--- src/rtl/fci_pkg.sv ---
package fci_pkg;
  typedef enum logic [1:0] {RD_ARRAY = 2'd0, RD_IDENT = 2'd1, RD_STATUS = 2'd2} rd_mode_e;
  typedef enum logic [1:0] {SEQ_IDLE = 2'd0, SEQ_ERASE = 2'd1, SEQ_WRITE = 2'd2} seq_e;

  localparam logic REQ_ERASE = 1'b0;
  localparam logic REQ_WRITE = 1'b1;

  localparam logic [7:0] OPC_ARRAY   = 8'hFF;
  localparam logic [7:0] OPC_IDENT   = 8'h90;
  localparam logic [7:0] OPC_STATUS  = 8'h70;
  localparam logic [7:0] OPC_CLEAR   = 8'h50;
  localparam logic [7:0] OPC_ERASE   = 8'h20;
  localparam logic [7:0] OPC_CONFIRM = 8'hD0;
  localparam logic [7:0] OPC_HOLD    = 8'hB0;
  localparam logic [7:0] OPC_WRITE_A = 8'h40;
  localparam logic [7:0] OPC_WRITE_B = 8'h10;
endpackage

--- src/rtl/fci_bus_capture.sv ---
module fci_bus_capture #(
  parameter int AW = 20,
  parameter int DW = 8
) (
  input  logic          clk,
  input  logic          rst_n,
  input  logic          ce_n,
  input  logic          we_n,
  input  logic [AW-1:0] addr,
  input  logic [DW-1:0] din,
  output logic          cap_valid,
  output logic [AW-1:0] cap_addr,
  output logic [DW-1:0] cap_data
);
  logic we_q;
  logic strobe_rise;

  assign strobe_rise = we_n & ~we_q & ~ce_n;

  always_ff @(posedge clk or negedge rst_n) begin
    if (!rst_n) begin
      we_q      <= 1'b1;
      cap_valid <= 1'b0;
      cap_addr  <= '0;
      cap_data  <= '0;
    end else begin
      we_q      <= we_n;
      cap_valid <= strobe_rise;
      if (strobe_rise) begin
        cap_addr <= addr;
        cap_data <= din;
      end
    end
  end

  assert_cap_qualified_R1: assert property (@(posedge clk) disable iff (!rst_n)
    cap_valid |-> ($past(we_n) && !$past(ce_n)));
endmodule

--- src/rtl/fci_cmd_fsm.sv ---
module fci_cmd_fsm
  import fci_pkg::*;
#(
  parameter int AW = 20,
  parameter int DW = 8,
  parameter int BLOCK_BITS = 16
) (
  input  logic          clk,
  input  logic          rst_n,
  input  logic          cap_valid,
  input  logic [AW-1:0] cap_addr,
  input  logic [DW-1:0] cap_data,
  input  logic          vpp_ok,
  input  logic          req_ready,
  input  logic          wsm_done,
  output logic          req_valid,
  output logic          req_kind,
  output logic [AW-1:0] req_addr,
  output logic [DW-1:0] req_data,
  output logic          erase_hold,
  output rd_mode_e      rd_mode,
  output logic [7:0]    status
);
  localparam int HI_BITS = AW - BLOCK_BITS;

  seq_e seq_q;
  logic running_q, op_kind_q;
  logic err_e_q, err_w_q, vlow_q;
  logic active;

  assign active = req_valid | running_q;
  assign status = {(~active | erase_hold), erase_hold, err_e_q, err_w_q, vlow_q, 3'b000};

  always_ff @(posedge clk or negedge rst_n) begin
    if (!rst_n) begin
      seq_q      <= SEQ_IDLE;
      rd_mode    <= RD_ARRAY;
      running_q  <= 1'b0;
      op_kind_q  <= REQ_ERASE;
      err_e_q    <= 1'b0;
      err_w_q    <= 1'b0;
      vlow_q     <= 1'b0;
      erase_hold <= 1'b0;
      req_valid  <= 1'b0;
      req_kind   <= REQ_ERASE;
      req_addr   <= '0;
      req_data   <= '0;
    end else begin
      if (req_valid && req_ready) begin
        req_valid <= 1'b0;
        running_q <= 1'b1;
      end
      if (cap_valid) begin
        if (active && !erase_hold) begin
          if (cap_data == OPC_STATUS) rd_mode <= RD_STATUS;
          else if (cap_data == OPC_HOLD && running_q && op_kind_q == REQ_ERASE) begin
            erase_hold <= 1'b1;
            rd_mode    <= RD_STATUS;
          end
        end else if (erase_hold) begin
          case (cap_data)
            OPC_ARRAY:   rd_mode <= RD_ARRAY;
            OPC_IDENT:   rd_mode <= RD_IDENT;
            OPC_STATUS:  rd_mode <= RD_STATUS;
            OPC_CONFIRM: begin
              erase_hold <= 1'b0;
              rd_mode    <= RD_STATUS;
            end
            default: ;
          endcase
        end else begin
          case (seq_q)
            SEQ_ERASE: begin
              seq_q   <= SEQ_IDLE;
              rd_mode <= RD_STATUS;
              if (cap_data != OPC_CONFIRM) begin
                err_e_q <= 1'b1;
                err_w_q <= 1'b1;
              end else if (!vpp_ok) begin
                err_e_q <= 1'b1;
                vlow_q  <= 1'b1;
              end else begin
                req_valid <= 1'b1;
                req_kind  <= REQ_ERASE;
                op_kind_q <= REQ_ERASE;
                req_addr  <= {cap_addr[AW-1:BLOCK_BITS], {BLOCK_BITS{1'b0}}};
                req_data  <= '0;
              end
            end
            SEQ_WRITE: begin
              seq_q   <= SEQ_IDLE;
              rd_mode <= RD_STATUS;
              if (!vpp_ok) begin
                err_w_q <= 1'b1;
                vlow_q  <= 1'b1;
              end else begin
                req_valid <= 1'b1;
                req_kind  <= REQ_WRITE;
                op_kind_q <= REQ_WRITE;
                req_addr  <= cap_addr;
                req_data  <= cap_data;
              end
            end
            default: begin
              case (cap_data)
                OPC_ARRAY:   rd_mode <= RD_ARRAY;
                OPC_IDENT:   rd_mode <= RD_IDENT;
                OPC_STATUS:  rd_mode <= RD_STATUS;
                OPC_CLEAR: begin
                  err_e_q <= 1'b0;
                  err_w_q <= 1'b0;
                  vlow_q  <= 1'b0;
                end
                OPC_ERASE:   seq_q <= SEQ_ERASE;
                OPC_WRITE_A,
                OPC_WRITE_B: seq_q <= SEQ_WRITE;
                default: ;
              endcase
            end
          endcase
        end
      end
      if (wsm_done) begin
        running_q  <= 1'b0;
        erase_hold <= 1'b0;
      end
    end
  end

  assert_req_hold_R8: assert property (@(posedge clk) disable iff (!rst_n)
    (req_valid && !req_ready) |=> (req_valid && $stable(req_addr) && $stable(req_data) && $stable(req_kind)));

  assert_launch_vpp_R9: assert property (@(posedge clk) disable iff (!rst_n)
    $rose(req_valid) |-> $past(vpp_ok));

  assert_erase_align_R6: assert property (@(posedge clk) disable iff (!rst_n)
    (req_valid && req_kind == REQ_ERASE) |-> (req_addr[BLOCK_BITS-1:0] == '0 && HI_BITS > 0));

  assert_sticky_clear_R5: assert property (@(posedge clk) disable iff (!rst_n)
    ($fell(err_e_q) || $fell(err_w_q) || $fell(vlow_q)) |-> $past(cap_valid && cap_data == OPC_CLEAR));

  assert_hold_erase_R11: assert property (@(posedge clk) disable iff (!rst_n)
    erase_hold |-> (running_q && op_kind_q == REQ_ERASE));
endmodule

--- src/rtl/fci_read_mux.sv ---
module fci_read_mux
  import fci_pkg::*;
#(
  parameter int AW = 20,
  parameter logic [7:0] MAKER_ID = 8'hA5,
  parameter logic [7:0] DEVICE_ID = 8'h6E
) (
  input  rd_mode_e      rd_mode,
  input  logic [AW-1:0] addr,
  input  logic [7:0]    array_rdata,
  input  logic [7:0]    status,
  output logic [7:0]    host_rdata
);
  logic [7:0] ident_byte;

  always_comb begin
    if (addr == AW'(0))      ident_byte = MAKER_ID;
    else if (addr == AW'(1)) ident_byte = DEVICE_ID;
    else                     ident_byte = 8'h00;
  end

  always_comb begin
    case (rd_mode)
      RD_IDENT:  host_rdata = ident_byte;
      RD_STATUS: host_rdata = status;
      default:   host_rdata = array_rdata;
    endcase
  end
endmodule

--- src/rtl/flash_cmd_if.sv ---
module flash_cmd_if
  import fci_pkg::*;
#(
  parameter int AW = 20,
  parameter int DW = 8,
  parameter int BLOCK_BITS = 16,
  parameter logic [7:0] MAKER_ID = 8'hA5,
  parameter logic [7:0] DEVICE_ID = 8'h6E
) (
  input  logic          clk,
  input  logic          rst_n,
  input  logic          ce_n,
  input  logic          we_n,
  input  logic [AW-1:0] addr,
  input  logic [DW-1:0] din,
  input  logic          vpp_ok,
  input  logic [7:0]    array_rdata,
  output logic [7:0]    host_rdata,
  output logic          req_valid,
  input  logic          req_ready,
  output logic          req_kind,
  output logic [AW-1:0] req_addr,
  output logic [DW-1:0] req_data,
  input  logic          wsm_done,
  output logic          erase_hold
);
  logic          cap_valid;
  logic [AW-1:0] cap_addr;
  logic [DW-1:0] cap_data;
  rd_mode_e      rd_mode;
  logic [7:0]    status;

  fci_bus_capture #(.AW(AW), .DW(DW)) u_capture (
    .clk(clk), .rst_n(rst_n), .ce_n(ce_n), .we_n(we_n), .addr(addr), .din(din),
    .cap_valid(cap_valid), .cap_addr(cap_addr), .cap_data(cap_data)
  );

  fci_cmd_fsm #(.AW(AW), .DW(DW), .BLOCK_BITS(BLOCK_BITS)) u_fsm (
    .clk(clk), .rst_n(rst_n), .cap_valid(cap_valid), .cap_addr(cap_addr),
    .cap_data(cap_data), .vpp_ok(vpp_ok), .req_ready(req_ready), .wsm_done(wsm_done),
    .req_valid(req_valid), .req_kind(req_kind), .req_addr(req_addr), .req_data(req_data),
    .erase_hold(erase_hold), .rd_mode(rd_mode), .status(status)
  );

  fci_read_mux #(.AW(AW), .MAKER_ID(MAKER_ID), .DEVICE_ID(DEVICE_ID)) u_rdmux (
    .rd_mode(rd_mode), .addr(addr), .array_rdata(array_rdata), .status(status),
    .host_rdata(host_rdata)
  );
endmodule

--- config.mk ---
export PLATFORM = sky130hd
export DESIGN_NAME = flash_cmd_if
export DESIGN_NICKNAME = d
export VERILOG_FILES = /design/src/rtl/fci_pkg.sv /design/src/rtl/fci_bus_capture.sv /design/src/rtl/fci_cmd_fsm.sv /design/src/rtl/fci_read_mux.sv /design/src/rtl/flash_cmd_if.sv
export SDC_FILE = /design/constraint.sdc
export NUM_CORES = 1
export LEC_CHECK = 0
export BUFFER_PORTS_ARGS = -buffer_cell sky130_fd_sc_hd__buf_2
export CORE_UTILIZATION = 59
export CTS_BUF_LIST = sky130_fd_sc_hd__clkbuf_4
export DETAILED_ROUTE_END_ITERATION = 10
export GPL_TIMING_DRIVEN = 0
export MAX_ROUTING_LAYER = met4
export PLACE_DENSITY = 0.85
export SLEW_MARGIN = 30
export SYNTH_ARGS = -nofsm -noshare
export SYNTH_HDL_FRONTEND = slang
export SYNTH_SLANG_ARGS = --single-unit
--- constraint.sdc ---
create_clock -name clk -period 4.04 [get_ports clk]
set_input_delay 0.808 -clock clk [delete_from_list [all_inputs] [get_ports clk]]
set_output_delay 0.808 -clock clk [all_outputs]
set_load 0.005 [all_outputs]
### Word-level counts from Yosys, hierarchy flattened

Index checks and enable logic that the tools add are counted.

* register bits after elaboration: 69
* latch bits: 0
* RAM bits: 0
* ROM bits: 0
* logic and storage cells: 123
* memories kept: 0

* add/sub/neg operators: 0
* multipliers: 0
* divide/modulo/power cells: 0
* magnitude comparators: 0
* equal/unequal tests: 25
* shift operators: 0
* multiplexer cells: 49
* bitwise operators: 11
* reductions and logical operators: 23

Operators with widths (number)
* 20-bit 2-to-1 mux: 3
* 20-bit case mux with 2 select lines: 1
* 8-bit equality test, second input constant: 4
* 8-bit 2-to-1 mux: 4
* 8-bit case mux with 2 select lines: 2
* 8-bit by 7-bit equality test with 1-bit output, second input constant: 3
* 1-bit 2-to-1 mux: 24
* 20-bit by 1-bit equality test with 1-bit output, second input constant: 1
* 20-bit logical NOT: 1
* 2-bit 2-to-1 mux: 6
* 2-bit case mux with 3 select lines: 2
* 6-bit AND reduction: 2
* 1-bit case mux with 2 select lines: 5
* 3-bit inequality test, second input constant: 3
* 8-bit by 5-bit equality test with 1-bit output, second input constant: 1
* 8-bit by 6-bit equality test with 1-bit output, second input constant: 1
* 2-bit inequality test, second input constant: 4
* 8-bit inequality test, second input constant: 1
* 4-bit AND reduction: 2
* 2-bit nonzero test: 4
* 7-bit 2-to-1 mux: 1
* 1-bit NOT: 7
* 7-bit AND reduction: 1
* 3-bit nonzero test: 2
* other kinds (14): 23

### Logic depth before layout (Yosys ltp)

Gate-level depths: netlist of the first run.

* word-level depth: 8
* gate-level depth with buffers: 10

### Hierarchy

Synthesis of the first run repeated with hierarchy kept, for this count alone.

* cells, all modules: 248
* area total of the unflattened synthesis: 3210.6 sq um

By module, submodules not included
* fci_cmd_fsm: times used 1, cells each 155, area an instance 1809.2 sq um, sequential area each 975.9 sq um
* fci_bus_capture: times used 1, cells each 62, area an instance 1152.4 sq um, sequential area each 752.0 sq um
* fci_read_mux: times used 1, cells each 31, area an instance 249.0 sq um, sequential area each 0.0 sq um

### Least setup slack after synthesis of the first run

OpenSTA, ideal clock, no wires.

* path kind: input to output
* start point: in addr[9]
* end point: out host_rdata[0]
* arrival time: 1.735 ns
* slack: 1.497 ns
* stages: 4
* buffers on the path: 0
* cells stage by stage: nor4b_1 nand3_1 or2_2 o31ai_1

* word-level cells in the longest chain between the ends: 3

Ends and longest elaborated chain
* start, declared: RTL line flash_cmd_if.sv:14 `input logic [AW-1:0] addr,`
* 20-bit logical NOT: RTL line fci_read_mux.sv:17 `if (addr == AW'(0)) ident_byte = MAKER_ID;`
* 8-bit 2-to-1 mux: RTL line fci_read_mux.sv:17
* 8-bit case mux with 2 select lines: RTL line fci_read_mux.sv:23 `case (rd_mode)`
* end, declared: RTL line flash_cmd_if.sv:18 `output logic [7:0] host_rdata,`

No other way between the ends.

### Worst setup path after layout of the first run

* start point: in addr[17]
* end point: out host_rdata[7]

The elaborated chain is that of the path after synthesis.

==> metrics.csv, run 1 <==
metric,value,unit
CTS Sinks,69,
Synth Flop Type,dfrtp_1,
first-pass GRT wire length,10.7,mm
vias post-DR,2538,
initial antenna violation count,0,
drt total wl,6.72,mm
DP Cell Count,445,
multi-input logic area,1280,um2
vias in the first global route,2305,
drt pass-1 iters,4,
"Slew Viols, Final",0,
Worst-path clk slew,0.12,ns
setup total negative slack,0,ns
Synth Cell Area,3210,um2
DRT iter0 DRCs,176,
Synth Net Count,340,
RePlAce Congestion,0.810,
Die Ht,75.7,um
pwr dens,459,nW/um2
wire per inst,14.6,um
WS Path Type,input port to output port,
Ys Warns,0,
core region area,5170,um2
total power,1770,uW
share of the synthesized area in the top cell type,0.531,
Max H-tree Level,3,
post-DP HPWL,4.93,mm
Final Cycle Share,0.771,
number of diodes,0,
CTS Root Cell,clkbuf_4,
most common cell in the netlist,dfrtp_1,
clk_lat worst skew,0.39,ns
Post-CTS Setup Bufs,0,
share of post-route cells with drive strength above 1,0.367,
number of enable flip-flop cells after synthesis,0,
count of cell types in the netlist,44,
max-cap viol count,0,
post-route ant nets,0,
worst path required time,3.23,ns
Worst Setup End Kind,output port,
sequential share of the synthesized area,0.539,
slew margin rel.,0.600,
ys async rst share,1.00,
clk buf depth,2,
Hold Fails Final Rpt,0,
Fmax,0.321,GHz
GRT Total Usage,0.262,
Pleak,0.00183,uW
initial core utilization,0.620,
final std cells w/o fill,460,
status,completed,
"Hold-fix buffers, CTS",0,
synth-to-layout area growth,20.1,%
total grt overflow,0,
largest cells by area after synthesis,"dfrtp_1, mux2_2, nand3_1",
CTS tree,built,
die extent in x,75.7,um
CTS resizes,0,
worst path arrival time,2.31,ns
final net count,433,
endpoints failing setup,0,
# rows,26,
RSZ-0062 raised after global routing,no,
Layout fillers,392,
IR Drop Worst-Case VDD,0.000321,V
cell taking the most area after synthesis,dfrtp_1,
crit-path max FO,3,
top post-synthesis cells by count,"dfrtp_1, mux2_2, inv_1, nand3_1, o21ai_0",
Setup crit start kind,input port,
Post-Syn Instances,293,
DR DRC count,0,
die area,5730,um2
worst hold path type,input port to async pin,
largest net degree at the start of global routing,41,
FF/Latch Area,1730,um2
Seq cells post-synth,69,
Num CTS Buffers,9,
crit path time final,3.11,ns
Post-Route Skew,0.0236,ns
"Avg Cell Area, Syn",10.9,um2
I/O pins,82,
Via density,5.52,
worst slew pin tran,0.600,ns
buffers added on ports,81,
==> power by group <==
group | leakage (uW) | switching, uW | internal, uW
logic | 0.000942 | 223 | 213
registers | 0.000814 | 81.3 | 836
clock network | 0.0000736 | 225 | 190
total | 0.00183 | 530 | 1240
==> kinds of logic (layout without fill, tap and decap cells) <==
| logic type | count (synthesis) | count (layout) | share of synthesized area |
|---|---|---|---|
| compound gates | 63 | 63 | 0.128 |
| xor+xnor | 1 | 1 | 0.00273 |
| fa+ha+maj | 4 | 4 | 0.0156 |
| buf+inv | 41 | 138 | 0.0632 |
| flops | 69 | 69 | 0.539 |
| mux | 33 | 33 | 0.116 |
| simple gates | 82 | 82 | 0.136 |
==> worst paths after layout <==
path | from | end | slack (ns) | cells past startpoint
max | addr[17] | host_rdata[7] | 0.93 | 7
min | rst_n | u_fsm.req_addr[10]$_DFFE_PN0P_ | 0.33 | 1
max reg2reg | u_capture.cap_data[0]$_DFFE_PN0P_ | u_fsm.req_kind$_DFFE_PN0P_ | 1.67 | 7
min reg2reg | u_capture.cap_addr[6]$_DFFE_PN0P_ | u_fsm.req_addr[6]$_DFFE_PN0P_ | 0.51 | 2
max in group asynchronous | rst_n | u_capture.we_q$_DFF_PN1_ | 3.12 | 2
min in group clk | u_capture.cap_addr[6]$_DFFE_PN0P_ | u_fsm.req_addr[6]$_DFFE_PN0P_ | 0.51 | 2
==> critical path, stage by stage <==
cell	delay, ns
buf_2	0.11
nor4_1	0.54
nand3_1	0.17
or2_2	0.34
nor2_1	0.09
o31a_1	0.13
buf_2	0.11
==> routing by layer <==
layer	routed length, um	GRT usage	vias up
met5	0	-	-
met4	84	0.0885	0
met3	361	0.0503	10
met2	3170	0.415	82
met1	3110	0.341	1218
li1	-	-	1228
==> state kept, by name, indices dropped and copies added, names as in the netlist, 2 cells and up <==
signal,count
u_capture.cap_addr,20
u_fsm.seq_q,2
u_fsm.req_data,8
u_capture.cap_data,8
u_fsm.req_addr,20
u_fsm.rd_mode,2
==> through the flow <==
| step | instance area, um2 | util | worst slack [ns] | hold WS, ns |
|---|---|---|---|---|
| 6_report | 3850 | 0.744 | 0.927 | 0.331 |
| 5_1_grt | 3850 | 0.744 | 0.787 | 0.338 |
| 4_1_cts | 3850 | 0.744 | 0.945 | 0.331 |
| 3_5_place_dp | 3720 | 0.720 | 0.950 | 0.490 |
| 3_3_place_gp | 3700 | 0.715 | 1.00 | 0.486 |
| 2_1_floorplan | 3210 | - | 1.50 | 0.470 |
==> layout by cell type (no fill, tap or decap), types with 2 or more instances in the layout <==
master    instances
buf_6             4
mux2_2           33
o21ai_0          18
a21oi_1          11
nor3_1            4
o21ai_1           8
o22ai_1           3
clkinv_2          2
clkbuf_4         10
o31ai_1           2
nor4_1            6
clkbuf_1          9
nand3_1          19
ha_1              4
nand2_1          17
buf_4             2
or4_1             4
dfrtp_1          68
nand2b_1          3
a31o_1            8
inv_1            22
a311oi_1          3
nor2b_1          10
nor4b_1           2
nand4_1           3
buf_2            83
and2_1            2
nor2_1            8
==> layout make-up <==
class	instances	share of cell area
Buffer	19	0.0312
Clock buffer	10	0.0195
Clock inverter	5	0.0136
Inverter	22	0.0214
Multi-Input combinational cell	183	0.331
Sequential cell	69	0.449
Tap cell	70	0.0227
Timing Repair Buffer	82	0.111
(Power assumes the default switching activity.)
==> inputs of run 2 (changes only) <==
--- a/config.mk
+++ b/config.mk
@@ -6,12 +6,12 @@
 export NUM_CORES = 1
 export LEC_CHECK = 0
 export BUFFER_PORTS_ARGS = -buffer_cell sky130_fd_sc_hd__buf_2
-export CORE_UTILIZATION = 59
+export CORE_UTILIZATION = 55
 export CTS_BUF_LIST = sky130_fd_sc_hd__clkbuf_4
 export DETAILED_ROUTE_END_ITERATION = 10
 export GPL_TIMING_DRIVEN = 0
 export MAX_ROUTING_LAYER = met4
-export PLACE_DENSITY = 0.85
+export PLACE_DENSITY = 0.79
 export SLEW_MARGIN = 30
 export SYNTH_ARGS = -nofsm -noshare
 export SYNTH_HDL_FRONTEND = slang
==> constraint.sdc (replaced) <==
create_clock -name clk -period 3 [get_ports clk]
set_input_delay 0.6 -clock clk [delete_from_list [all_inputs] [get_ports clk]]
set_output_delay 0.6 -clock clk [all_outputs]
set_load 0.005 [all_outputs]
==> run 2 against run 1 <==
  * Clock skew shrank 0.013 ns
  * Setup slack got worse by 0.64 ns
  * Critical path depth is 1 higher
  * Sequential share of layout area is 0.10 points higher
  * First-iteration DRC count grew 2.3%
  * Flip-flop and latch count is the same
  * Worst hold slack got worse by 0.29 ns
  * Final cell count grew 0.65%
  * Wire length rose by 1.8%
  * Sequential power is 34% higher
  * Global-route usage down 0.66 points
  * Power up 31%
  * Largest cell class unchanged
  * Highest routed layer unchanged
==> metrics.csv, run 2 (synthesis gave the netlist of run 1 again) <==
metric,value,unit,change
clk_lat worst skew,0.41,ns,+0.02 ns
worst hold path type,input port to async pin,,
drt pass-1 iters,4,,unchanged
crit-path max FO,4,,+1
Worst-path clk slew,0.11,ns,about the same
drt total wl,6.84,mm,+1.8%
"Hold-fix buffers, CTS",0,,unchanged
Final Cycle Share,0.905,,
CTS tree,built,,
Max H-tree Level,3,,unchanged
RSZ-0062 raised after global routing,no,,
crit path time final,2.71,ns,
final net count,433,,unchanged
Fmax,0.368,GHz,
sequential fraction of design power,0.532,,+0.013
reg2reg start,u_capture.cap_data[0]$_DFFE_PN0P_,,
die area,6140,um2,+7.1%
Largest regs,"u_capture.cap_addr (20), u_fsm.req_addr (20)",,
Die Ht,78.4,um,+3.5%
most frequent cells in the layout,"buf_2, dfrtp_1, mux2_2",,
post-DP HPWL,4.98,mm,+1.0%
initial core utilization,0.575,,-0.0447
total grt overflow,0,,unchanged
CTS Root Cell,clkbuf_4,,
WHS,0.0409,ns,-0.290 ns
endpoints failing setup,0,,unchanged
Setup crit start kind,register,,
GRT Total Usage,0.255,,-0.00661
CTS resizes,0,,unchanged
max-cap viol count,0,,unchanged
Net Switching,740,uW,+40%
Num CTS Buffers,9,,unchanged
largest net degree at the start of global routing,53,,+29%
worst path arrival time,2.11,ns,-0.20 ns
worst slew pin tran,0.561,ns,-0.0389 ns
Pleak,0.00182,uW,-0.72%
Hold Fails Final Rpt,0,,unchanged
Worst Setup End Kind,output port,,
status,completed,,
combinational share of power,0.255,,+0.009
pwr dens,604,nW/um2,+31%
wire per inst,14.8,um,+1.1%
Final Util,0.689,,-0.0552
buffers added on ports,81,,unchanged
WS Path Type,register to output port,,
RePlAce Congestion,0.801,,-1.2%
Post-CTS Setup Bufs,0,,unchanged
first-pass GRT wire length,11.5,mm,+7.8%
setup total negative slack,0,ns,unchanged
Via density,5.43,,-1.7%
share of post-route cells with drive strength above 1,0.366,,-0.000938
vias in the first global route,2413,,+4.7%
# rows,27,,+3.8%
CTS Sinks,69,,unchanged
Switching Share,0.319,,+0.0198
IR Drop Worst-Case VDD,0.000496,V,+55%
slew margin rel.,0.626,,+0.0259
DRT iter0 DRCs,180,,+2.3%
worst path required time,2.40,ns,-0.83 ns
vias post-DR,2512,,-1.0%
initial antenna violation count,0,,unchanged
internal cell power,1580,uW,+27%
core region area,5570,um2,+7.8%
die extent in x,78.4,um,+3.5%
Clk pwr share,0.213,,-0.022
post-route ant nets,0,,unchanged
synth-to-layout area growth,19.8,%,
I/O pins,82,,unchanged
DR DRC count,0,,unchanged
crit path launch,u_fsm.rd_mode[1]$_DFFE_PN0P_,,
"commonest non-fill, non-tap cell in the layout",buf_2,,
number of diodes,0,,unchanged
"Slew Viols, Final",0,,unchanged
clk buf depth,2,,unchanged
Post-Route Skew,0.0104,ns,-0.0132 ns
-- run 2: cell types whose count changed in the layout (fill, tap and decap cells not counted), sizes merged --
cell / previous run / this run
bufinv: 1 / 0
clkbuf: 19 / 18
clkinvlp: 0 / 2
inv: 22 / 23
-- run 2: worst max-delay path, cell delays in order (launching register included) --
cell and delay, ns:
dfrtp_1 0.44, inv_1 0.07, ha_1 0.13, nor4b_1 0.21, nand3_1 0.14, or2_2 0.34
nor2_1 0.12, o31a_1 0.14, buf_2 0.11
-- run 2: layer usage --
metal | wire [um] | vias to the layer above | share of wire | global-route usage
li1 | - | 1223 | - | -
met1 | 3120 | 1194 | 0.46 | 0.328
met2 | 3170 | 85 | 0.46 | 0.390
met3 | 420 | 10 | 0.061 | 0.0663
met4 | 127 | 0 | 0.019 | 0.0981
met5 | 0 | - | 0 | -
-- run 2: final cells by class --
type                    instances  area, um2
fillers                       457       1730
repair buffers                 82        435
clock inverters                 7       41.3
clock buffers                   9       67.6
flip-flops and latches         69       1730
plain buffers                  19        120
multi-input cells             183       1280
inverters                      22       82.6
well taps                      72       90.1
-- run 2: power by group through the flow --
stage,combinational (uW),sequential (uW),clock [uW]
finish,590,1230,494
global route,665,1260,548
CTS,596,1230,502
detailed placement,592,1250,0
global placement,569,1240,0
floorplan,326,1250,0
-- run 2: final timing paths --
check,depth (start not counted),end,slack [ns]
worst min-delay path,1,u_capture.cap_data[2]$_DFFE_PN0P_,0.04
max in group asynchronous,2,u_capture.we_q$_DFF_PN1_,2.40
worst min register to register,2,u_fsm.req_addr[10]$_DFFE_PN0P_,0.52
worst max-delay path,8,host_rdata[7],0.29
min in group clk,1,u_capture.we_q$_DFF_PN1_,0.29
worst max register to register,7,u_fsm.req_addr[16]$_DFFE_PN0P_,0.65
-- run 2: per-stage QoR --
| stage | worst slack (ns) | power (uW) | cell area, um2 | instances |
|---|---|---|---|---|
| after floorplan | 0.833 | 1570 | 3210 | 293 |
| after global placement | 0.368 | 1810 | 3700 | 446 |
| after detailed placement | 0.344 | 1840 | 3730 | 447 |
| after CTS | 0.265 | 2330 | 3840 | 463 |
| after global routing | 0.163 | 2470 | 3840 | 463 |
| final | 0.286 | 2320 | 3840 | 463 |
==> inputs of run 3 (changes only) <==
--- a/config.mk
+++ b/config.mk
@@ -5,6 +5,7 @@
 export SDC_FILE = /design/constraint.sdc
 export NUM_CORES = 1
 export LEC_CHECK = 0
+export ABC_AREA = 1
 export BUFFER_PORTS_ARGS = -buffer_cell sky130_fd_sc_hd__buf_2
 export CORE_UTILIZATION = 55
 export CTS_BUF_LIST = sky130_fd_sc_hd__clkbuf_4
==> run 3 against run 2 <==
  * Die area up 2.2%
  * Power decreased by 8.6%
  * Highest routed layer unchanged
  * Final cell count up 22%
  * First-iteration DRC count down 7.2%
==> metrics.csv, run 3 <==
metric,value,unit,change
largest cells by area after synthesis,"dfrtp_1, nand2_1, o21ai_0",,
Num CTS Buffers,9,,unchanged
Synth Net Count,443,,+30%
CP max stage delay,0.39,ns,-0.05 ns
post-route ant nets,0,,unchanged
die extent in x,79.2,um,+1.1%
most frequent cells in the layout,"nand2_1, buf_2, dfrtp_1",,
Pleak,0.00208,uW,+15%
CP most frequent cell,inv_1,,
largest net degree at the start of global routing,37,,-30%
endpoints failing setup,0,,unchanged
pwr dens,541,nW/um2,-10%
total grt overflow,0,,unchanged
CTS resizes,0,,unchanged
initial core utilization,0.582,,+0.00619
crit path cell chain,inv_1 > ha_1 > inv_1 > nand2_1 > inv_1 > nand2_1 > nand3_1 > buf_2,,
IR Drop Worst-Case VDD,0.000304,V,-39%
die area,6280,um2,+2.2%
drt pass-1 iters,4,,unchanged
synth-to-layout area growth,19.4,%,
drt total wl,7.00,mm,+2.3%
Seq cells post-synth,69,,unchanged
"Hold-fix buffers, CTS",0,,unchanged
Worst Path Buf+Inv,4,,+2
number of diodes,0,,unchanged
crit-path max FO,8,,+4
Worst-path clk slew,0.13,ns,+0.02 ns
Max H-tree Level,3,,unchanged
GRT Total Usage,0.260,,+0.00433
Die Ht,79.2,um,+1.1%
Largest regs,"u_capture.cap_addr (20), u_fsm.req_addr (20)",,
most common cell in the netlist,nand2_1,,
Fmax,0.400,GHz,+8.5%
ys async rst share,1.00,,unchanged
Final Cycle Share,0.834,,-0.0706
Worst Setup End Kind,output port,,
final net count,536,,+24%
"commonest non-fill, non-tap cell in the layout",nand2_1,,
max-cap viol count,0,,unchanged
RSZ-0062 raised after global routing,no,,
status,completed,,
fin worst setup slack,0.498,ns,+0.212 ns
Post-Syn Instances,396,,+35%
CTS tree,built,,
Post-CTS Setup Bufs,0,,unchanged
top post-synthesis cells by count,"nand2_1, dfrtp_1, inv_1, o21ai_0, nor2_1",,
vias in the first global route,2867,,+19%
clk buf depth,2,,unchanged
CTS Sinks,69,,unchanged
Hold Fails Final Rpt,0,,unchanged
count of cell types in the netlist,31,,-30%
worst slew pin tran,0.460,ns,-0.101 ns
worst reg2reg setup slack,1.09,ns,+0.44 ns
Ys Warns,0,,unchanged
slew margin rel.,0.694,,+0.0676
worst hold path type,input port to async pin,,
sequential share of the synthesized area,0.527,,-0.0121
Post-Route Skew,0.0142,ns,+0.00382 ns
I/O pins,82,,unchanged
setup total negative slack,0,ns,unchanged
share of post-route cells with drive strength above 1,0.255,,-0.111
buffers added on ports,81,,unchanged
worst path required time,2.40,ns,about the same
pre-CTS setup slack,0.777,ns,+0.433 ns
# rows,27,,unchanged
DR DRC count,0,,unchanged
DRT iter0 DRCs,167,,-7.2%
worst path arrival time,1.90,ns,-0.21 ns
"delay-heaviest family, CP",buffers and inverters,,
crit path time final,2.50,ns,-0.212 ns
critical path's slowest cell,dfrtp_1,,
CTS Root Cell,clkbuf_4,,
first-pass GRT wire length,12.1,mm,+5.3%
Via density,5.13,,-5.5%
"Slew Viols, Final",0,,unchanged
Synth Cell Area,3280,um2,+2.3%
number of enable flip-flop cells after synthesis,0,,unchanged
"Avg Cell Area, Syn",8.28,um2,-24%
RePlAce Congestion,0.909,,+14%
clk_lat worst skew,0.43,ns,+0.02 ns
post-DP HPWL,5.28,mm,+6.0%
share of the synthesized area in the top cell type,0.519,,-0.0119
wire per inst,12.4,um,-16%
vias post-DR,2903,,+16%
WS Path Type,register to output port,,
core region area,5640,um2,+1.2%
cell taking the most area after synthesis,dfrtp_1,,
initial antenna violation count,0,,unchanged
total power,2120,uW,-8.6%
Setup crit start kind,register,,
Synth Flop Type,dfrtp_1,,
==> run 3: changes by cell type after synthesis, moves of 4 or more <==
cell,before,now
nand2_1,17,130
mux2_2,33,0
inv_1,22,45
o21ai_0,18,37
nor2_1,8,25
o21ai_2,0,11
nor2b_1,10,0
a31o_1,8,0
a21oi_1,11,4
nor4_1,6,0
nand4_1,3,8
or4_1,4,0
==> run 3: per-stage QoR <==
step / instances / area, um2 / hold slack, ns / utilization
finish: 566 / 3920 / 0.0920 / 0.694
global placement: 549 / 3780 / 0.450 / 0.669
global route: 566 / 3920 / 0.118 / 0.694
floorplan: 396 / 3280 / 0.304 / -
CTS: 566 / 3920 / 0.106 / 0.694
detailed placement: 550 / 3800 / 0.458 / 0.673
==> run 3: worst paths after layout <==
path                                               startpoint                              to  depth (start not counted)
worst max-delay path             u_fsm.rd_mode[0]$_DFFE_PN0P_                   host_rdata[6]                          8
worst min-delay path                                    rst_n  u_fsm.req_addr[13]$_DFFE_PN0P_                          1
worst max register to register     u_fsm.seq_q[0]$_DFFE_PN0P_   u_fsm.req_data[4]$_DFFE_PN0P_                          7
worst min register to register  u_fsm.req_addr[6]$_DFFE_PN0P_   u_fsm.req_addr[6]$_DFFE_PN0P_                          2
max in group asynchronous                               rst_n        u_capture.we_q$_DFF_PN1_                          2
min in group clk                                         we_n        u_capture.we_q$_DFF_PN1_                          1
==> run 3: cell families after synthesis <==
| family | Yosys count | share of synthesized area |
|---|---|---|
| and+or+nand+nor | 196 | 0.254 |
| DFF | 69 | 0.527 |
| buffers and inverters | 58 | 0.0763 |
| adders and majority gates | 4 | 0.0153 |
| AOI/OAI and AO/OA | 69 | 0.127 |
==> run 3: report_power, final <==
part | internal [uW] | switching, uW
registers | 1040 | 65.0
logic | 186 | 295
clock network | 172 | 361
==> run 3: area by class of cell <==
class | count | area [um2]
Sequential cell | 69 | 1730
Multi-Input combinational cell | 269 | 1300
Timing Repair Buffer | 82 | 428
Tap cell | 72 | 90.1
Inverter | 46 | 173
Clock inverter | 7 | 50.0
Buffer | 12 | 77.6
Fill cell | 506 | 1730
Clock buffer | 9 | 67.6
==> run 3: metal layers <==
metal  global-route usage  vias up  routed length, um
met2                0.442       68               3510
met1                0.300     1374               3070
met5                    -        -                  0
met3               0.0540       13                294
met4                0.104        0                121
li1                     -     1448                  -
